`src/rtl/evr_pkg.sv`:
```
package evr_pkg;

   typedef enum logic [1:0] {
      ACC_CHAN = 2'd0,
      ACC_SWEV = 2'd1,
      ACC_LOCK = 2'd2,
      ACC_NONE = 2'd3
   } acc_kind_e;

   function automatic int max2(input int a, input int b);
      return (a > b) ? a : b;
   endfunction

   function automatic acc_kind_e decode_acc(input logic [31:0] addr, input int nch);
      if (addr < 32'(nch))
         return ACC_CHAN;
      else if (addr == 32'(nch))
         return ACC_SWEV;
      else if (addr == 32'(nch + 1))
         return ACC_LOCK;
      return ACC_NONE;
   endfunction

endpackage

```
`src/rtl/evr_cfg_regs.sv`:
```
module evr_cfg_regs
   import evr_pkg::*;
#(
   parameter int NUM_CH  = 8,
   parameter int SEL_W   = 4,
   parameter int NUM_ACT = 8,
   parameter int ADDR_W  = 4,
   parameter int CFG_DW  = 13
) (
   input  logic                             clk,
   input  logic                             rst_n,
   input  logic                             we_i,
   input  logic [ADDR_W-1:0]                addr_i,
   input  logic [CFG_DW-1:0]                wdata_i,
   output logic [NUM_CH-1:0][SEL_W-1:0]     sel_o,
   output logic [NUM_CH-1:0]                fen_o,
   output logic [NUM_CH-1:0][NUM_ACT-1:0]   mask_o,
   output logic [NUM_CH-1:0]                sw_o
);

   localparam int FEN_BIT  = SEL_W;
   localparam int MASK_LSB = SEL_W + 1;

   acc_kind_e                      acc;
   logic                           lock_q;
   logic                           chan_wr_ok;
   logic [NUM_CH-1:0][SEL_W-1:0]   sel_q;
   logic [NUM_CH-1:0]              fen_q;
   logic [NUM_CH-1:0][NUM_ACT-1:0] mask_q;

   always_comb begin
      acc        = decode_acc(32'(addr_i), NUM_CH);
      chan_wr_ok = we_i && !lock_q && (acc == ACC_CHAN);
   end

   // lock: set by a write, cleared only by reset
   always_ff @(posedge clk or negedge rst_n) begin
      if (!rst_n)
         lock_q <= 1'b0;
      else if (we_i && (acc == ACC_LOCK) && wdata_i[0])
         lock_q <= 1'b1;
   end

   always_ff @(posedge clk or negedge rst_n) begin
      if (!rst_n) begin
         sel_q  <= '0;
         fen_q  <= '0;
         mask_q <= '0;
      end else begin
         for (int c = 0; c < NUM_CH; c++) begin
            if (chan_wr_ok && (addr_i == ADDR_W'(c))) begin
               sel_q[c]  <= wdata_i[SEL_W-1:0];
               fen_q[c]  <= wdata_i[FEN_BIT];
               mask_q[c] <= wdata_i[MASK_LSB +: NUM_ACT];
            end
         end
      end
   end

   always_comb sw_o = (we_i && (acc == ACC_SWEV)) ? wdata_i[NUM_CH-1:0] : '0;

   assign sel_o  = sel_q;
   assign fen_o  = fen_q;
   assign mask_o = mask_q;

   AST_LOCK_STICKY: assert property (@(posedge clk) disable iff (!rst_n)
      lock_q |=> lock_q);
   AST_LOCK_FREEZES_CFG: assert property (@(posedge clk) disable iff (!rst_n)
      lock_q |=> ($stable(sel_q) && $stable(fen_q) && $stable(mask_q)));

endmodule

```
`src/rtl/evr_src_stage.sv`:
```
module evr_src_stage #(
   parameter int NUM_SRC = 12
) (
   input  logic               clk,
   input  logic               rst_n,
   input  logic [NUM_SRC-1:0] src_i,
   output logic [NUM_SRC-1:0] src_q_o
);

   // first pipeline stage: every source strobe is captured once
   always_ff @(posedge clk or negedge rst_n) begin
      if (!rst_n)
         src_q_o <= '0;
      else
         src_q_o <= src_i;
   end

endmodule

```
`src/rtl/evr_channel.sv`:
```
module evr_channel #(
   parameter int NUM_SRC  = 12,
   parameter int SEL_W    = 4,
   parameter int FILT_LEN = 3
) (
   input  logic               clk,
   input  logic               rst_n,
   input  logic [NUM_SRC-1:0] src_q_i,
   input  logic [SEL_W-1:0]   sel_i,
   input  logic               fen_i,
   input  logic               sw_i,
   output logic               ev_o
);

   logic sel_hit;
   logic filt_hit;
   logic routed;
   logic ev_q;

   // index k picks source k-1; 0 and out-of-range values pick nothing
   always_comb begin
      sel_hit = 1'b0;
      for (int s = 0; s < NUM_SRC; s++) begin
         if (int'(sel_i) == s + 1)
            sel_hit = src_q_i[s];
      end
   end

   if (FILT_LEN > 1) begin : g_filter
      localparam int CNT_W = $clog2(FILT_LEN);
      localparam logic [CNT_W-1:0] CNT_TOP = CNT_W'(FILT_LEN - 1);
      logic [CNT_W-1:0] run_q;

      always_ff @(posedge clk or negedge rst_n) begin
         if (!rst_n)
            run_q <= '0;
         else if (!sel_hit)
            run_q <= '0;
         else if (run_q != CNT_TOP)
            run_q <= run_q + 1'b1;
      end

      assign filt_hit = sel_hit && (run_q == CNT_TOP);
   end else begin : g_nofilter
      assign filt_hit = sel_hit;
   end

   assign routed = fen_i ? filt_hit : sel_hit;

   // second pipeline stage: the routed event, plus the software strobe
   always_ff @(posedge clk or negedge rst_n) begin
      if (!rst_n)
         ev_q <= 1'b0;
      else
         ev_q <= routed | sw_i;
   end

   assign ev_o = ev_q;

   AST_SW_STROBE_LANDS: assert property (@(posedge clk) disable iff (!rst_n)
      sw_i |=> ev_q);
   AST_NO_SOURCE_QUIET: assert property (@(posedge clk) disable iff (!rst_n)
      ((sel_i == '0) && !sw_i) |=> !ev_q);
   AST_RAW_PASS: assert property (@(posedge clk) disable iff (!rst_n)
      (!fen_i && sel_hit) |=> ev_q);
   AST_FILT_BLOCKS_LOW: assert property (@(posedge clk) disable iff (!rst_n)
      (fen_i && !sel_hit && !sw_i) |=> !ev_q);

endmodule

```
`src/rtl/evr_fanout.sv`:
```
module evr_fanout #(
   parameter int NUM_CH  = 8,
   parameter int NUM_ACT = 8
) (
   input  logic [NUM_CH-1:0]              ev_i,
   input  logic [NUM_CH-1:0][NUM_ACT-1:0] mask_i,
   output logic [NUM_ACT-1:0]             act_o
);

   for (genvar a = 0; a < NUM_ACT; a++) begin : g_act
      always_comb begin
         act_o[a] = 1'b0;
         for (int c = 0; c < NUM_CH; c++)
            act_o[a] = act_o[a] | (ev_i[c] & mask_i[c][a]);
      end
   end

endmodule

```
`src/rtl/evr_matrix.sv`:
```
module evr_matrix
   import evr_pkg::*;
#(
   parameter int NUM_CH   = 8,
   parameter int NUM_SRC  = 12,
   parameter int NUM_ACT  = 8,
   parameter int FILT_LEN = 3,
   parameter int SEL_W    = $clog2(NUM_SRC + 1),
   parameter int ADDR_W   = $clog2(NUM_CH + 2),
   parameter int CFG_DW   = max2(SEL_W + 1 + NUM_ACT, NUM_CH)
) (
   input  logic               clk,
   input  logic               rst_n,
   input  logic [NUM_SRC-1:0] src_i,
   input  logic               cfg_we_i,
   input  logic [ADDR_W-1:0]  cfg_addr_i,
   input  logic [CFG_DW-1:0]  cfg_wdata_i,
   output logic [NUM_CH-1:0]  chan_o,
   output logic [NUM_ACT-1:0] act_o
);

   if (NUM_CH < 1 || NUM_SRC < 1 || NUM_ACT < 1) begin : g_bad_count
      $error("evr_matrix: channel, source and action counts must be positive");
   end
   if (FILT_LEN < 1) begin : g_bad_filt
      $error("evr_matrix: FILT_LEN must be at least 1");
   end
   if (SEL_W < $clog2(NUM_SRC + 1)) begin : g_bad_sel
      $error("evr_matrix: SEL_W too narrow for NUM_SRC");
   end
   if (ADDR_W < $clog2(NUM_CH + 2)) begin : g_bad_addr
      $error("evr_matrix: ADDR_W too narrow for the address map");
   end
   if (CFG_DW < SEL_W + 1 + NUM_ACT || CFG_DW < NUM_CH) begin : g_bad_dw
      $error("evr_matrix: CFG_DW too narrow for the configuration fields");
   end

   logic [NUM_SRC-1:0]              src_q;
   logic [NUM_CH-1:0][SEL_W-1:0]    sel;
   logic [NUM_CH-1:0]               fen;
   logic [NUM_CH-1:0][NUM_ACT-1:0]  mask;
   logic [NUM_CH-1:0]               sw;
   logic [NUM_CH-1:0]               ev;

   evr_cfg_regs #(
      .NUM_CH (NUM_CH),
      .SEL_W  (SEL_W),
      .NUM_ACT(NUM_ACT),
      .ADDR_W (ADDR_W),
      .CFG_DW (CFG_DW)
   ) cfg_i (
      .clk    (clk),
      .rst_n  (rst_n),
      .we_i   (cfg_we_i),
      .addr_i (cfg_addr_i),
      .wdata_i(cfg_wdata_i),
      .sel_o  (sel),
      .fen_o  (fen),
      .mask_o (mask),
      .sw_o   (sw)
   );

   evr_src_stage #(
      .NUM_SRC(NUM_SRC)
   ) src_i_stage (
      .clk    (clk),
      .rst_n  (rst_n),
      .src_i  (src_i),
      .src_q_o(src_q)
   );

   for (genvar c = 0; c < NUM_CH; c++) begin : g_ch
      evr_channel #(
         .NUM_SRC (NUM_SRC),
         .SEL_W   (SEL_W),
         .FILT_LEN(FILT_LEN)
      ) ch_i (
         .clk    (clk),
         .rst_n  (rst_n),
         .src_q_i(src_q),
         .sel_i  (sel[c]),
         .fen_i  (fen[c]),
         .sw_i   (sw[c]),
         .ev_o   (ev[c])
      );
   end

   evr_fanout #(
      .NUM_CH (NUM_CH),
      .NUM_ACT(NUM_ACT)
   ) fan_i (
      .ev_i  (ev),
      .mask_i(mask),
      .act_o (act_o)
   );

   assign chan_o = ev;

   AST_ACT_NEEDS_CHANNEL: assert property (@(posedge clk) disable iff (!rst_n)
      (|act_o) |-> (|chan_o));
   AST_NO_SOURCE_NO_EVENT: assert property (@(posedge clk) disable iff (!rst_n)
      ((src_q == '0) && (sw == '0) && !cfg_we_i) |=> (chan_o == '0));

endmodule

```
`config.mk`:
```
export PLATFORM = sky130hd
export DESIGN_NAME = evr_matrix
export DESIGN_NICKNAME = d
export VERILOG_FILES = /design/src/rtl/evr_pkg.sv /design/src/rtl/evr_cfg_regs.sv /design/src/rtl/evr_src_stage.sv /design/src/rtl/evr_channel.sv /design/src/rtl/evr_fanout.sv /design/src/rtl/evr_matrix.sv
export SDC_FILE = /design/constraint.sdc
export NUM_CORES = 1
export LEC_CHECK = 0
export ABC_CLOCK_PERIOD_IN_PS = 4800
export BUFFER_PORTS_ARGS = -buffer_cell sky130_fd_sc_hd__buf_2
export CELL_PAD_IN_SITES_DETAIL_PLACEMENT = 0
export CELL_PAD_IN_SITES_GLOBAL_PLACEMENT = 1
export CORE_MARGIN = 5
export CORE_UTILIZATION = 53
export DETAILED_ROUTE_END_ITERATION = 10
export PLACE_DENSITY = 0.92
export SLEW_MARGIN = 0
export SYNTH_ARGS = -nofsm -noshare
export SYNTH_HDL_FRONTEND = slang
export SYNTH_SLANG_ARGS = --single-unit
```
`constraint.sdc`:
```
create_clock -name clk -period 4.8 [get_ports clk]
set_clock_uncertainty 0.2 [all_clocks]
set_input_delay 0.48 -clock clk [delete_from_list [all_inputs] [get_ports clk]]
set_output_delay 0.48 -clock clk [all_outputs]
set_load 0.01 [all_outputs]
```
Yosys cells after proc, flatten, opt, wreduce, memory -nomap -nowiden

Index checks and enable logic that the tools add are counted.
Widths: inputs -> output; s select.

Eq/ne operators: 131
Reduce and logical (&&, ||, !) cells: 24
Mux-type cells: 128
Bitwise logic cells: 128
Add/sub/neg operators: 8
Magnitude comparators: 1

Operators by type and width:

| kind                | number |
|---|---|
| $eq 4x4->1 const B  | 66 |
| $eq 4x3->1 const B  | 28 |
| $mux 1              | 107 |
| $and 1x1->1         | 64 |
| $or 1x1->1          | 64 |
| $eq 4x2->1 const B  | 10 |
| $mux 2              | 20 |
| $ne 2x2->1 const B  | 16 |
| $logic_and 1x1->1   | 21 |
| $eq 2x2->1 const B  | 9 |
| $add 2x1->2 const B | 8 |
| $mux 8              | 1 |
| $eq 4x1->1 const B  | 1 |
| $logic_not 4->1     | 1 |
| $lt 4x4->1 const B  | 1 |
| $eq 2x1->1 const B  | 1 |
| $logic_not 2->1     | 1 |
| $logic_not 1->1     | 1 |

Bits in registers: 141
Logic and storage cells: 462
Output and inout bits: 16

Depth between registers and ports, before layout

Word-level depth: 16
Mapped depth: 7

By module

Synthesis repeated with hierarchy kept, for this count alone.

Cells, all modules: 536
Area, all modules: 7,191.9 um2

By module, submodules not included:

| module        | times used | sequential area each (um2) | area each (um2) | cells each |
|---|---|---|---|---|
| evr_cfg_regs  | 1          | 2,627.5                    | 4,080.2         | 244 |
| evr_channel   | 8          | 75.1                       | 304.0           | 29 |
| evr_fanout    | 1          | 0.0                        | 379.1           | 48 |
| evr_src_stage | 1          | 300.3                      | 300.3           | 12 |

Worst setup path before layout

No wires, ideal clock.

Kind: in2reg
Start: input port cfg_we_i
End: register cfg_i.mask_q (netlist bit cfg_i.mask_o[24])
Path slack: 2.916 ns
Library setup time: 0.125 ns
Required time: 4.475 ns
Stages on the path: 6
Data arrival time: 1.559 ns
Path buffers: 2
Path through: nor2b_4 nor3b_4 and3_4 buf_6 buf_8 mux2_2

Longest elaborated chain between the ends: 3

Ends and longest elaborated chain:

| item                            | RTL line           | RTL |
|---|---|---|
| start: declaration              | evr_matrix.sv:15   | `input logic cfg_we_i,` |
| $logic_and 1x1->1 (2 in series) | evr_cfg_regs.sv:33 | `chan_wr_ok = we_i && !lock_q && (acc == ACC_CHAN);` |
| $logic_and 1x1->1               | evr_cfg_regs.sv:51 | `if (chan_wr_ok && (addr_i == ADDR_W'(c))) begin` |
| end signal: indexed assignment  | evr_cfg_regs.sv:54 | `mask_q[c] <= wdata_i[MASK_LSB +: NUM_ACT];` |
| end: declaration                | evr_cfg_regs.sv:29 | `logic [NUM_CH-1:0][NUM_ACT-1:0] mask_q;` |

Every way passes these cells.
A chain may end at the register's enable or synchronous reset.

Worst setup path after layout

Start: register g_ch[1].ch_i.ev_q
End: output port act_o[1]

Longest elaborated chain between the ends: 8

Ends and longest elaborated chain:

| item                     | RTL line          | RTL |
|---|---|---|
| start: declaration       | evr_channel.sv:18 | `logic ev_q;` |
| start signal: assignment | evr_channel.sv:55 | `ev_q <= routed \| sw_i;` |
| $and 1x1->1              | evr_fanout.sv:14  | `act_o[a] = act_o[a] \| (ev_i[c] & mask_i[c][a]);` |
| $or 1x1->1 (7 in series) | evr_fanout.sv:14  |  |
| end: declaration         | evr_matrix.sv:19  | `output logic [NUM_ACT-1:0] act_o` |

Every way passes these cells.

==> results.json <==
{
  "routed_wl_um": 16100,
  "cts_made_buffers": 17,
  "layout_common_cells": "dfrtp_1, mux2_2, buf_2, nand2_1, a22oi_1",
  "max-slew-margin-rel_pct": 31.1,
  "yosysWarnings": 0,
  "combPwrFrac_pct": 24.3,
  "die_height_um": 123,
  "yosys.area.top_type": "dfrtp_1",
  "clkLatencyLatePin_ns": 0.42,
  "clockBufferDepth": 2,
  "outcome": "complete, but fails checks",
  "p_switching_mw": 1.36,
  "syn_to_final_growth_pct": 14.9,
  "drc": 0,
  "htree_levels": 4,
  "core_area_sq_um": 12600,
  "finalSetupTns_ns": 0,
  "place_inst": 731,
  "final_cells": 775,
  "timing.final.crit_share_pct": 47.3,
  "cp-end-kind": "primary output",
  "finalSetupViolCount": 0,
  "ant_nets": 0,
  "async_flop_share_pct": 100,
  "clock-root-buffer": "clkbuf_16",
  "syn_area_per_cell_sq_um": 12.3,
  "drive_gt1_share_pct": 33.3,
  "grt_max_degree": 114,
  "synth_edf_count": 0,
  "period_needed_ns": 2.27,
  "gr-total-overflow": 0,
  "io_buffers": 47,
  "dp_hpwl_um": 10100,
  "postLayoutCoreUtil_pct": 61.7,
  "diodes": 0,
  "start_kind": "flop",
  "synth_top_area_share_pct": 52.3,
  "viasPerCell": 6.03,
  "yosysSeqAreaShare_pct": 52.3,
  "worst-endpoint-required_ns": 4.12,
  "drt_first_iter_violations": 350,
  "maxSlewViolCount": 0,
  "tightest_slew_ns": 1.03,
  "vias": 4677,
  "fin_ws_ns": 2.53,
  "synth-seq-cells": 141,
  "die-area_sq_um": 15100,
  "hold_slack_ns": -0.0481,
  "path_max_fanout": 9,
  "p_seq_share_pct": 43.0,
  "die_w_um": 123,
  "synth_ff_type": "dfrtp_1",
  "synthCells": 550,
  "maxCapViolCount": 0,
  "io_pins": 48,
  "ys_types": 55,
  "post-cts-setup-buffer-count": 0,
  "fmax_mhz": 441,
  "power_frac_clock_pct": 32.7,
  "cts_tree": "done",
  "drt-wirelength-per-cell_um": 20.7,
  "hp-class": "primary input to asynchronous set/reset pin",
  "cts.sinks": 141,
  "place.gp.congestion": 0.840,
  "synth_area_sq_um": 6750,
  "grt_pass1_vias": 4901,
  "p_sw_share_pct": 31.1,
  "p_leak_nw": 3.48,
  "grt_antenna_before_repair": 0,
  "violations": "hold timing",
  "power_mw": 4.36,
  "internal_power_mw": 3.01,
  "critPathArrivalTime_ns": 1.59,
  "hold_buffers": 12,
  "finalNetCount": 630,
  "max-vdd-ir-drop_mv": 0.284,
  "synthTopCellsByArea": "dfrtp_1, mux2_2, a22oi_1",
  "hold_viol": 18,
  "dr.pass1.iters": 5,
  "pre_cts_ws_ns": 2.50,
  "rsz0062_at_grt": "false",
  "grt_pass1_wl_um": 25800,
  "start_util_pct": 53.7,
  "syn_nets": 590,
  "final_common_cell": "dfrtp_1",
  "num_rows": 41,
  "p_per_area_nw_per_um2": 563,
  "track_usage_pct": 23.0,
  "critPathKind": "flop to primary output",
  "cts_resized": 0,
  "path_clk_slew_ns": 0.06
}
==> sequential cells by signal (all words and copies together) (netlist names) <==
| signal | cells |
|---|---|
| src_i_stage.src_q_o | 12 |
| cfg_i.mask_o | 64 |
| g_ch.ch_i.ev_o | 8 |
| cfg_i.fen_o | 8 |
| cfg_i.lock_q | 1 |
| cfg_i.sel_o | 32 |
| g_ch.ch_i.g_filter.run_q | 16 |
==> kinds of logic after synthesis <==
logic type / after synthesis / share of synthesized area [%]
simple gates: 109 / 8.33
flops: 141 / 52.3
fa+ha+maj: 8 / 1.48
compound gates: 96 / 9.92
xor+xnor: 8 / 1.04
buf+inv: 58 / 4.54
mux: 130 / 22.4
==> critical path, cell delays in order, from the launching register on <==
cell and delay, ns:
dfrtp_1 0.57, a22oi_1 0.26, nand4_1 0.16, buf_2 0.18
==> per-stage QoR <==
stage	cell area [sq um]	hold WS, ns
detailed placement	6980	0.284
global route	7750	0.0770
CTS	7750	0.0278
global placement	6980	0.280
finish	7750	-0.0481
floorplan	6750	-0.0156
==> Yosys cell counts, types with 7 or more instances <==
| cell | count |
|---|---|
| a21oi_1 | 19 |
| a22oi_1 | 32 |
| a31oi_1 | 7 |
| buf_2 | 10 |
| buf_4 | 13 |
| clkbuf_1 | 9 |
| dfrtp_1 | 141 |
| ha_1 | 8 |
| inv_1 | 19 |
| mux2_2 | 108 |
| mux2i_1 | 16 |
| nand2_1 | 32 |
| nand4_1 | 8 |
| nor2_1 | 31 |
| nor2b_1 | 10 |
| nor3_1 | 7 |
| o21ai_0 | 8 |
| xor2_1 | 7 |
==> final timing paths <==
kind / startpoint / end / slack, ns / cells after the start
worst max-delay path: g_ch[1].ch_i.ev_o$_DFF_PN0_ / act_o[1] / 2.53 / 3
worst min-delay path: rst_n / src_i_stage.src_q_o[9]$_DFF_PN0_ / -0.05 / 1
worst max register to register: cfg_i.lock_q$_DFFE_PN0P_ / cfg_i.mask_o[59]$_DFFE_PN0P_ / 2.70 / 3
worst min register to register: cfg_i.fen_o[0]$_DFFE_PN0P_ / cfg_i.fen_o[0]$_DFFE_PN0P_ / 0.30 / 1
max in group asynchronous: rst_n / cfg_i.mask_o[32]$_DFFE_PN0P_ / 3.50 / 2
min in group clk: cfg_wdata_i[5] / g_ch[5].ch_i.ev_o$_DFF_PN0_ / 0.18 / 3
==> power groups by stage <==
stage	sequential [mW]	combinational [mW]	clock (mW)
after floorplan	1.67	0.935	0
after global placement	1.86	0.992	0
after detailed placement	1.88	1.05	0
after CTS	1.87	1.07	1.45
after global routing	1.92	1.18	1.51
final	1.88	1.06	1.43
==> cell type report <==
| class | count | area, sq um |
|---|---|---|
| clock buffers | 23 | 498 |
| clock inverters | 9 | 155 |
| fillers | 936 | 4820 |
| inverters | 19 | 71.3 |
| multi-input cells | 351 | 2910 |
| flip-flops and latches | 141 | 3530 |
| well taps | 172 | 215 |
| repair buffers | 60 | 369 |
==> per-layer routing <==
layer  track usage (%)  routed length (um)  up-vias
met3              5.81                 966       52
met2              36.5                7840      175
li1                  -                   -     2065
met4              12.2                 597        0
met1              29.2                6660     2385
met5                 0                   0        -
Power figures use the tool's default switching activity.
